==> src/rtl/nrDivPkg.sv <==
package nrDivPkg;

  typedef struct packed {
    logic load;    // capture operands, clear remainder half
    logic step;    // one shift plus add/subtract iteration
    logic finish;  // correction and output register update
  } divStrobeT;

  typedef enum logic [1:0] {
    ST_IDLE = 2'd0,
    ST_RUN  = 2'd1,
    ST_FIX  = 2'd2
  } divStateT;

endpackage

==> src/rtl/nrDivDatapath.sv <==
module nrDivDatapath
  import nrDivPkg::*;
#(
  parameter int WIDTH = 8
) (
  input  logic             clk,
  input  logic             rstN,
  input  divStrobeT        strobe,
  input  logic [WIDTH-1:0] dividendIn,
  input  logic [WIDTH-1:0] divisorIn,
  output logic             divisorInZero,
  output logic [WIDTH-1:0] quotient,
  output logic [WIDTH-1:0] remainder,
  output logic             divByZero
);

  localparam int REM_W = WIDTH + 1;

  logic [REM_W-1:0] remReg;
  logic [WIDTH-1:0] quoReg;
  logic [WIDTH-1:0] divReg;
  logic             zeroHeld;

  logic [REM_W-1:0] divExt;
  logic [REM_W-1:0] shiftedRem;
  logic [REM_W-1:0] nextRem;
  logic [REM_W-1:0] fixedRem;

  assign divisorInZero = (divisorIn == '0);
  assign divExt        = {1'b0, divReg};

  // Shift the combined register left by one: the MSB of the quotient half
  // moves into the LSB of the remainder half.
  assign shiftedRem = {remReg[REM_W-2:0], quoReg[WIDTH-1]};

  // Sign of the remainder left by the previous step picks the operation.
  always_comb begin
    if (remReg[REM_W-1]) nextRem = shiftedRem + divExt;
    else                 nextRem = shiftedRem - divExt;
  end

  // Final correction: one add-back when the last remainder is negative.
  always_comb begin
    if (remReg[REM_W-1]) fixedRem = remReg + divExt;
    else                 fixedRem = remReg;
  end

  always_ff @(posedge clk or negedge rstN) begin
    if (!rstN) begin
      remReg   <= '0;
      quoReg   <= '0;
      divReg   <= '0;
      zeroHeld <= 1'b0;
    end else if (strobe.load) begin
      remReg   <= '0;
      quoReg   <= dividendIn;
      divReg   <= divisorIn;
      zeroHeld <= divisorInZero;
    end else if (strobe.step) begin
      remReg   <= nextRem;
      quoReg   <= {quoReg[WIDTH-2:0], ~nextRem[REM_W-1]};
    end
  end

  always_ff @(posedge clk or negedge rstN) begin
    if (!rstN) begin
      quotient  <= '0;
      remainder <= '0;
      divByZero <= 1'b0;
    end else if (strobe.finish) begin
      divByZero <= zeroHeld;
      if (zeroHeld) begin
        quotient  <= '1;
        remainder <= quoReg;   // no steps ran: still the dividend
      end else begin
        quotient  <= quoReg;
        remainder <= fixedRem[WIDTH-1:0];
      end
    end
  end

  // a completed non-zero division leaves a remainder below the divisor
  a_r2_rem_below_divisor: assert property (@(posedge clk) disable iff (!rstN)
    (strobe.finish && !zeroHeld) |=> (remainder < divReg));

  // zero divisor yields an all-ones quotient and the flag
  a_r6_zero_result: assert property (@(posedge clk) disable iff (!rstN)
    (strobe.finish && zeroHeld) |=> (divByZero && (&quotient)));

  // results do not move between completions
  a_r7_results_hold: assert property (@(posedge clk) disable iff (!rstN)
    !strobe.finish |=> ($stable(quotient) && $stable(remainder) && $stable(divByZero)));

  // operands are never recaptured while an iteration is due
  a_r5_single_strobe: assert property (@(posedge clk) disable iff (!rstN)
    $countones({strobe.load, strobe.step, strobe.finish}) <= 1);

endmodule

==> src/rtl/nrDivControl.sv <==
module nrDivControl
  import nrDivPkg::*;
#(
  parameter int WIDTH = 8
) (
  input  logic      clk,
  input  logic      rstN,
  input  logic      start,
  input  logic      divisorInZero,
  output divStrobeT strobe,
  output logic      busy,
  output logic      done
);

  localparam int CNT_W = $clog2(WIDTH + 1);
  localparam logic [CNT_W-1:0] LAST_STEP = CNT_W'(WIDTH - 1);

  divStateT         state;
  divStateT         stateNext;
  logic [CNT_W-1:0] stepCnt;

  always_comb begin
    strobe    = '0;
    stateNext = state;
    unique case (state)
      ST_IDLE: begin
        if (start) begin
          strobe.load = 1'b1;
          stateNext   = divisorInZero ? ST_FIX : ST_RUN;
        end
      end
      ST_RUN: begin
        strobe.step = 1'b1;
        if (stepCnt == LAST_STEP) stateNext = ST_FIX;
      end
      ST_FIX: begin
        strobe.finish = 1'b1;
        stateNext     = ST_IDLE;
      end
      default: stateNext = ST_IDLE;
    endcase
  end

  always_ff @(posedge clk or negedge rstN) begin
    if (!rstN) begin
      state   <= ST_IDLE;
      stepCnt <= '0;
      done    <= 1'b0;
    end else begin
      state <= stateNext;
      done  <= strobe.finish;
      if (strobe.load)      stepCnt <= '0;
      else if (strobe.step) stepCnt <= stepCnt + 1'b1;
    end
  end

  assign busy = (state != ST_IDLE);

  // done lasts one cycle
  a_r3_done_pulse: assert property (@(posedge clk) disable iff (!rstN)
    done |=> !done);

  // busy and done are exclusive
  a_r4_busy_done_excl: assert property (@(posedge clk) disable iff (!rstN)
    !(busy && done));

  // an accepted start raises busy on the next cycle
  a_r4_start_busy: assert property (@(posedge clk) disable iff (!rstN)
    (start && !busy) |=> busy);

  // the step counter never passes the operand width
  a_r3_step_bound: assert property (@(posedge clk) disable iff (!rstN)
    strobe.step |-> (stepCnt <= LAST_STEP));

endmodule

==> src/rtl/nrDivider.sv <==
module nrDivider
  import nrDivPkg::*;
#(
  parameter int WIDTH = 8
) (
  input  logic             clk,
  input  logic             rstN,
  input  logic             start,
  input  logic [WIDTH-1:0] dividend,
  input  logic [WIDTH-1:0] divisor,
  output logic             busy,
  output logic             done,
  output logic [WIDTH-1:0] quotient,
  output logic [WIDTH-1:0] remainder,
  output logic             divByZero
);

  divStrobeT strobe;
  logic      divisorInZero;

  nrDivControl #(.WIDTH(WIDTH)) ctrl_i (
    .clk          (clk),
    .rstN         (rstN),
    .start        (start),
    .divisorInZero(divisorInZero),
    .strobe       (strobe),
    .busy         (busy),
    .done         (done)
  );

  nrDivDatapath #(.WIDTH(WIDTH)) dp_i (
    .clk          (clk),
    .rstN         (rstN),
    .strobe       (strobe),
    .dividendIn   (dividend),
    .divisorIn    (divisor),
    .divisorInZero(divisorInZero),
    .quotient     (quotient),
    .remainder    (remainder),
    .divByZero    (divByZero)
  );

endmodule

==> config.mk <==
export PLATFORM = sky130hd
export DESIGN_NAME = nrDivider
export DESIGN_NICKNAME = d
export VERILOG_FILES = /design/src/rtl/nrDivPkg.sv /design/src/rtl/nrDivDatapath.sv /design/src/rtl/nrDivControl.sv /design/src/rtl/nrDivider.sv
export SDC_FILE = /design/constraint.sdc
export NUM_CORES = 1
export LEC_CHECK = 0
export ABC_AREA = 1
export ABC_CLOCK_PERIOD_IN_PS = 2400
export BUFFER_PORTS_ARGS = -buffer_cell sky130_fd_sc_hd__buf_2
export CAP_MARGIN = 20
export CORE_UTILIZATION = 52
export DETAILED_ROUTE_END_ITERATION = 12
export PLACE_DENSITY = 0.76
export SLEW_MARGIN = 25
export SYNTH_ARGS = -nofsm -noshare
export SYNTH_HDL_FRONTEND = slang
export SYNTH_SLANG_ARGS = --single-unit
==> constraint.sdc <==
create_clock -name clk -period 2.4 [get_ports clk]
set_clock_uncertainty 0.1 [all_clocks]
set_input_delay 0.24 -clock clk [delete_from_list [all_inputs] [get_ports clk]]
set_output_delay 0.24 -clock clk [all_outputs]
set_load 0.005 [all_outputs]
==> results by group, run 1 <==
Yosys
  • Yosys cell types: 31
  • Syn nets: 431
  • Top FF cell, synth: dfrtp_1
  • Seq/Total Area, Yosys: 41.3%
  • Synth Instances: 391
  • Ys Warns: 0
  • Post-synth EDFFs: 0
  • #FFs+latches synth: 50
  • Mapped Area: 0.00303 mm^2
  • Ys async rst share: 100%
  • Syn Area/Cell: 7.75 um^2

Critical path
  • Critical-path cell list: inv_2 -> ha_4 -> inv_1 -> o21ai_1 -> inv_1 -> fa_1 -> inv_1 -> nand3_1 -> nand2_1 -> nand3_1 -> nand3_1 -> nand2_1 -> nand2_1 -> o21ai_0
  • R2r setup slk: 0.08 ns
  • Worst path max stage delay: 0.39 ns
  • CP Capture Type: flop
  • Crit. path cell count: 14
  • Worst r2r path cells: 14
  • Worst setup endpoint: dp_i.remReg[6]
  • Worst endpoint required time: 2.49 ns
  • Worst r2r src: dp_i.divReg[0]
  • Crit path buffers/inverters: 4
  • Slowest CP cell: fa_1
  • WS Path Type: reg2reg
  • Worst Setup Start Kind: flop
  • Reg-to-Reg End: dp_i.remReg[6]
  • Critical Path AT: 2.42 ns
  • CP max FO: 5
  • Largest delay share family, worst path: adder cells
  • Critical Path Start: dp_i.divReg[0]

Job
  • Max cap viols: 0

Die
  • Die H: 78.3 um
  • Core area: 0.00557 mm^2
  • Row count: 27
  • Die ar.: 0.00614 mm^2
  • Io pins: 38
  • Initial Utilization: 54.4%
  • Die width: 78.3 um

Detailed routing
  • TritonRoute pass-1 iters: 4
  • Antenna Nets Post-Route: 0
  • Final WL: 7070 um
  • DR DRC count: 0
  • Routed len/inst: 13.8 um
  • Number of vias per cell: 5.43
  • DR iter-0 viols: 184
  • Via count: 2790

Timing
  • Fin. Hold Viols: 0
  • Final Max Slew Viols: 0
  • Slew @ Worst Pin: 0.577 ns
  • Tcrit/Tclk final: 96.8%
  • Worst slew margin: 61.6%
  • Setup TNS: 0 ns
  • Post-layout min period: 2.32 ns
  • Fmax: 0.431 GHz
  • Final setup viols: 0

Place
  • Weighted congestion at the end of routability-driven global placement: 0.939
  • DP HPWL: 5290 um
  • Port-buffer cells: 37
  • Area after DPL: 0.00332 mm^2

Finish
  • Final Cell Area: 0.00352 mm^2
  • Share of cells above drive strength 1: 19.0%
  • Sequential Area: 0.00125 mm^2
  • Most frequent cells in the layout: nand2_1 (93), inv_1 (50), dfrtp_1 (49)
  • N_diodes: 0
  • Layout fillers: 506
  • Fin nets: 481
  • Commonest non-fill, non-tap cell in the layout: nand2_1
  • Area delta synth->final: 16.1%
  • Multi-input logic area: 0.00154 mm^2

Pwr
  • Leakage power: 1.83 nW
  • Pwr/cell area: 1740 mW/mm^2
  • Worst VDD drop: 1.05 mV

Clock tree
  • TritonCTS Buffers: 5
  • Root buffer cell: clkbuf_8
  • Clk pin slew, worst setup/hold paths: 0.09 ns
  • Worst-Skew Late Latency: 0.31 ns
  • H-tree levels: 2
  • Clock Path Buffers: 2
  • CTS tree: built
  • Clock sink total: 50

Min path
  • Worst hold path type: in2reg

Global routing
  • First-pass GRT wire length: 11700 um
  • Initial antenna violation count: 0
  • Total Routing Usage GR: 24.5%
  • Vias in the first global route: 2576
  • Grt total ovfl: 0
  • Largest net degree at the start of global routing: 27

Run status
  • Outcome: finished clean
through the flow:
step | hold WS [ns] | utilization [%] | power [W] | instances | setup WS (ns)
floorplan | -0.156 | - | 0.00430 | 391 | 0.170
global placement | 0.158 | 59.5 | 0.00513 | 499 | 0.0458
detailed placement | 0.169 | 59.5 | 0.00523 | 499 | -0.0102
CTS | 0.0389 | 61.9 | 0.00590 | 510 | 0.000146
global route | 0.0438 | 63.1 | 0.00676 | 514 | -0.101
finish | 0.0379 | 63.1 | 0.00612 | 514 | 0.0772
report_power, final:
| part | switching, W | internal [W] |
|---|---|---|
| Sequential | 0.000375 | 0.00126 |
| Clock | 0.000283 | 0.000311 |
| Combinational | 0.00227 | 0.00162 |
| Total | 0.00293 | 0.00319 |
worst min-delay path: stages:
cell and delay [ns]:
buf_2 0.07, nand2_1 0.04, o221ai_1 0.05
how the worst min path moves through the flow:
stage | slack (ns) | startpoint | cells after the start | endpoint
floorplan | -0.16 | rstN | 0 | ctrl_i.done
global placement | 0.16 | rstN | 1 | ctrl_i.done
detailed placement | 0.17 | rstN | 1 | dp_i.quotient[5]
CTS | 0.04 | dividend[3] | 3 | dp_i.quoReg[3]
global route | 0.04 | dividend[1] | 3 | dp_i.quoReg[1]
finish | 0.04 | dividend[3] | 3 | dp_i.quoReg[3]
cell type report:
| class | count | share of cell area, % |
|---|---|---|
| multi-input cells | 273 | 43.8 |
| flip-flops and latches | 50 | 35.6 |
| repair buffers | 52 | 8.53 |
| inverters | 59 | 6.43 |
| well taps | 72 | 2.56 |
| clock buffers | 6 | 2.06 |
| clock inverters | 2 | 1.07 |
sequential cells by signal, indices dropped and copies added, names as in the netlist, 2 cells and up:
signal,cells
ctrl_i.state,2
ctrl_i.stepCnt,4
dp_i.divReg,8
dp_i.quoReg,8
dp_i.quotient,8
dp_i.remReg,9
dp_i.remainder,8
logic make-up after synthesis:
family                   share of synthesized area (%)
AO/OA/AOI/OAI                                     14.8
XOR/XNOR                                          2.31
adder cells (fa/ha/maj)                           9.17
buffers and inverters                             9.08
flip-flops                                        41.3
AND/OR/NAND/NOR                                   23.4
timing repair:
action | CTS | global route
hold buffers | 1 | 0
pin swaps | 1 | 8
endpoints found under the hold margin | 24 | 0
setup buffers | 2 | 4
resized for setup | 1 | 15
endpoints found under the setup margin | 3 | 5
routing by layer:
metal  GRT usage (%)  share of wire, %  up-vias
met5               0                 0        -
met4            5.37              0.72        0
met3            3.26               5.1        7
met2            41.6                48       75
met1            33.4                46     1332
li1                -                 -     1376
cells in the mapped netlist (2+ instances only):
library cell,n,share of area (%)
dfrtp_1,50,41
ha_1,19,7.8
nand3b_1,2,0.50
nand2_1,94,12
nand3_1,21,3.5
buf_4,2,0.50
inv_2,2,0.25
nor2_2,2,0.41
o221ai_1,6,1.7
a21oi_1,34,5.6
nor2_1,36,4.5
or2_2,5,1.0
clkbuf_1,6,0.74
inv_1,53,6.6
xnor2_1,3,0.87
a32o_1,2,0.66
fa_1,2,1.3
xor2_1,5,1.4
nand4_1,4,0.83
o22ai_1,8,1.7
clkinv_1,2,0.25
inv_4,2,0.41
o21ai_0,21,3.5
o21ai_1,3,0.50
Power figures use the tool's default switching activity.
==> inputs of run 2 (changes only) <==
--- a/config.mk
+++ b/config.mk
@@ -9,8 +9,8 @@
 export ABC_CLOCK_PERIOD_IN_PS = 2400
 export BUFFER_PORTS_ARGS = -buffer_cell sky130_fd_sc_hd__buf_2
-export CAP_MARGIN = 20
 export CORE_UTILIZATION = 52
 export DETAILED_ROUTE_END_ITERATION = 12
 export PLACE_DENSITY = 0.76
+export RECOVER_POWER = 100
 export SLEW_MARGIN = 25
 export SYNTH_ARGS = -nofsm -noshare
==> constraint.sdc (replaced) <==
create_clock -name clk -period 2.4 [get_ports clk]
set_clock_uncertainty 0.1 [all_clocks]
set_input_delay 0.12 -clock clk [delete_from_list [all_inputs] [get_ports clk]]
set_output_delay 0.12 -clock clk [all_outputs]
set_load 0.005 [all_outputs]
==> run 2 against run 1 <==
Fmax increased by 1.5%. Hold slack improved by 0.0051 ns. Register-to-register slack improved by 0.04 ns. Final area increased by 3.9%. First-iteration DRC count increased by 19%. Sequential share of layout area decreased by 1.4 points. Critical endpoint is now dp_i.remReg[7]. Largest power group unchanged. Highest routed layer unchanged.
==> results by group, run 2 (synthesis results as in run 1) <==
Run status
  • Outcome: finished clean

Clock tree
  • Clock Path Buffers: 2 (unchanged)
  • CTS tree: built
  • Root buffer cell: clkbuf_8
  • Worst-Skew Late Latency: 0.32 ns (about the same)
  • TritonCTS Buffers: 5 (unchanged)
  • Clk pin slew, worst setup/hold paths: 0.10 ns (about the same)
  • Clock sink total: 50 (unchanged)
  • H-tree levels: 2 (unchanged)

Detailed routing
  • Antenna Nets Post-Route: 0 (unchanged)
  • Routed len/inst: 13.6 um (-0.98%)
  • DR DRC count: 0 (unchanged)
  • Via count: 2797 (+0.25%)
  • Final WL: 7200 um (+1.9%)
  • DR iter-0 viols: 219 (+19%)
  • Number of vias per cell: 5.29 (-2.6%)
  • TritonRoute pass-1 iters: 5 (+1)

Min path
  • Worst hold path type: in2reg

Critical path
  • R2r setup slk: 0.11 ns (+0.04 ns)
  • CP dominant cell by count: nand2_1
  • CP Capture Type: flop
  • Worst endpoint required time: 2.54 ns (+0.05 ns)
  • Slowest CP cell: dfrtp_1
  • Worst path max stage delay: 0.40 ns (about the same)
  • Crit path buffers/inverters: 2 (-2)
  • CP max FO: 3 (-2)
  • WS Path Type: reg2reg
  • Largest delay share family, worst path: simple AND/OR/NAND/NOR gates
  • Critical Path AT: 2.43 ns (about the same)
  • Worst Setup Start Kind: flop
  • Critical-path cell list: inv_2 -> ha_4 -> nand2_2 -> nor2_4 -> nand2_1 -> nand2_1 -> xor2_1 -> ha_1 -> buf_4 -> a21oi_1 -> o21a_1 -> nand2_1 -> nand2_1 -> nand2_1 -> o22ai_1

Global routing
  • First-pass GRT wire length: 11900 um (+2.0%)
  • Total Routing Usage GR: 25.0% (+0.50 points)
  • Initial antenna violation count: 0 (unchanged)
  • Vias in the first global route: 2548 (-1.1%)
  • Largest net degree at the start of global routing: 41 (+52%)
  • Grt total ovfl: 0 (unchanged)

Finish
  • Fin nets: 496 (+3.1%)
  • Share of cells above drive strength 1: 17.7% (-1.3 points)
  • Largest register FFs: 9 (unchanged)
  • Area delta synth->final: 20.6%
  • Non-Filler Instances: 529 (+2.9%)
  • Final Cell Area: 0.00366 mm^2 (+3.9%)
  • Most frequent cells in the layout: nand2_1 (88), inv_1 (51), dfrtp_1 (50)
  • N_diodes: 0 (unchanged)
  • Largest Register: dp_i.remReg
  • Final core occ: 65.6% (+2.4 points)
  • Commonest non-fill, non-tap cell in the layout: nand2_1

Die
  • Die width: 78.3 um (unchanged)
  • Initial Utilization: 54.4% (unchanged)
  • Row count: 27 (unchanged)
  • Die H: 78.3 um (unchanged)
  • Io pins: 38 (unchanged)
  • Core area: 0.00557 mm^2 (unchanged)
  • Die ar.: 0.00614 mm^2 (unchanged)

Pwr
  • Worst VDD drop: 0.919 mV (-13%)
  • Comb power frac: 65.2% (+1.7 points)
  • Tot Pwr: 0.00616 W (+0.65%)
  • Leakage power: 1.86 nW (+1.9%)
  • Switching Fraction: 49.2% (+1.3 points)
  • Pint: 0.00313 W (-1.9%)
  • Clock power share: 8.3% (-1.4 points)
  • Reg power frac: 26.5% (-0.3 points)
  • Switching power: 0.00303 W (+3.4%)
  • Pwr/cell area: 1680 mW/mm^2 (-3.1%)

Place
  • DP HPWL: 5090 um (-3.9%)
  • Post-placement cell count: 499 (unchanged)
  • Area after DPL: 0.00332 mm^2 (unchanged)
  • DP Worst Slack: -0.0390 ns (-0.0288 ns)
  • Port-buffer cells: 37 (unchanged)
  • Weighted congestion at the end of routability-driven global placement: 0.985 (+4.9%)

Timing
  • Fmax: 0.437 GHz (+1.5%)
  • Final setup margin: 0.112 ns (+0.0351 ns)
  • Tcrit/Tclk final: 95.3% (-1.5 points)
  • Fin. Hold Viols: 0 (unchanged)
  • Final setup viols: 0 (unchanged)
  • Slew @ Worst Pin: 0.960 ns (+0.384 ns)
  • Post-layout min period: 2.29 ns (-0.0351 ns)
  • Final Max Slew Viols: 0 (unchanged)
  • Worst slew margin: 36.0% (-26 points)

Job
  • Max cap viols: 0 (unchanged)
[run 2: cell types whose count changed in the layout (fill, tap and decap cells not counted), moves of 2 or more]
| cell | previous run | this run |
|---|---|---|
| dlygate4sd3_1 | 1 | 16 |
| buf_2 | 37 | 31 |
| nand2_1 | 93 | 88 |
| nand2_2 | 1 | 6 |
| inv_2 | 6 | 4 |
| clkbuf_1 | 1 | 7 |
| o21ai_0 | 18 | 21 |
| o21ai_1 | 6 | 2 |
| buf_4 | 14 | 12 |
| nor2_2 | 3 | 1 |
[run 2: tightest hold or removal path, delay by kind of cell]
| family | cells | cell delay, ns |
|---|---|---|
| buffers and inverters | 2 | 0.14 |
| and+or+nand+nor | 2 | 0.08 |
| AOI/OAI and AO/OA | 1 | 0.08 |
[run 2: metal layers]
metal  track usage (%)  share of wire [%]  routed length, um  vias up
met5                 0                  0                  0        -
met4              6.11                1.1                 78        0
met3              3.37                3.4                243        9
met2              41.7                 49               3530       65
met1              34.4                 47               3350     1323
li1                  -                  -                  -     1400
[run 2: final timing paths]
path	start	to	depth (start not counted)
setup reg to reg	dp_i.divReg[1]	dp_i.remReg[7]	15
max in group asynchronous	rstN	dp_i.divReg[5]	3
hold / removal	dividend[0]	dp_i.quoReg[0]	5
hold reg to reg	dp_i.remainder[3]	dp_i.remainder[3]	2
min in group asynchronous	rstN	ctrl_i.done	2
setup / recovery	dp_i.divReg[1]	dp_i.remReg[7]	15
[run 2: what timing repair did]
action / in CTS / in global routing
pin swaps: 1 / 7
buffers inserted: 1 / 5
hold endpoints to repair: 54 / 0
gates resized for setup: 2 / 21
setup endpoints to repair: 3 / 5
hold buffers: 16 / 0
[run 2: through the flow]
stage	hold WS, ns	setup TNS (ns)
floorplan	-0.276	0
global route	0.0656	-0.0492
CTS	0.0433	0
finish	0.0430	0
detailed placement	0.189	-0.0886
global placement	0.178	0
[run 2: cell type report]
type | instances | area (um^2)
Clock inverter | 3 | 21.3
Fill cell | 463 | 1920
Clock buffer | 5 | 68.8
Multi-Input combinational cell | 273 | 1560
Inverter | 59 | 230
Tap cell | 72 | 90.1
Sequential cell | 50 | 1250
Timing Repair Buffer | 67 | 437
[run 2: power groups by stage]
stage	Combinational [W]	Sequential [W]	Clock (W)
final	0.00402	0.00163	0.000509
after global routing	0.00455	0.00168	0.000547
after CTS	0.00369	0.00163	0.000507
after detailed placement	0.00360	0.00164	0
after global placement	0.00351	0.00163	0
after floorplan	0.00276	0.00154	0
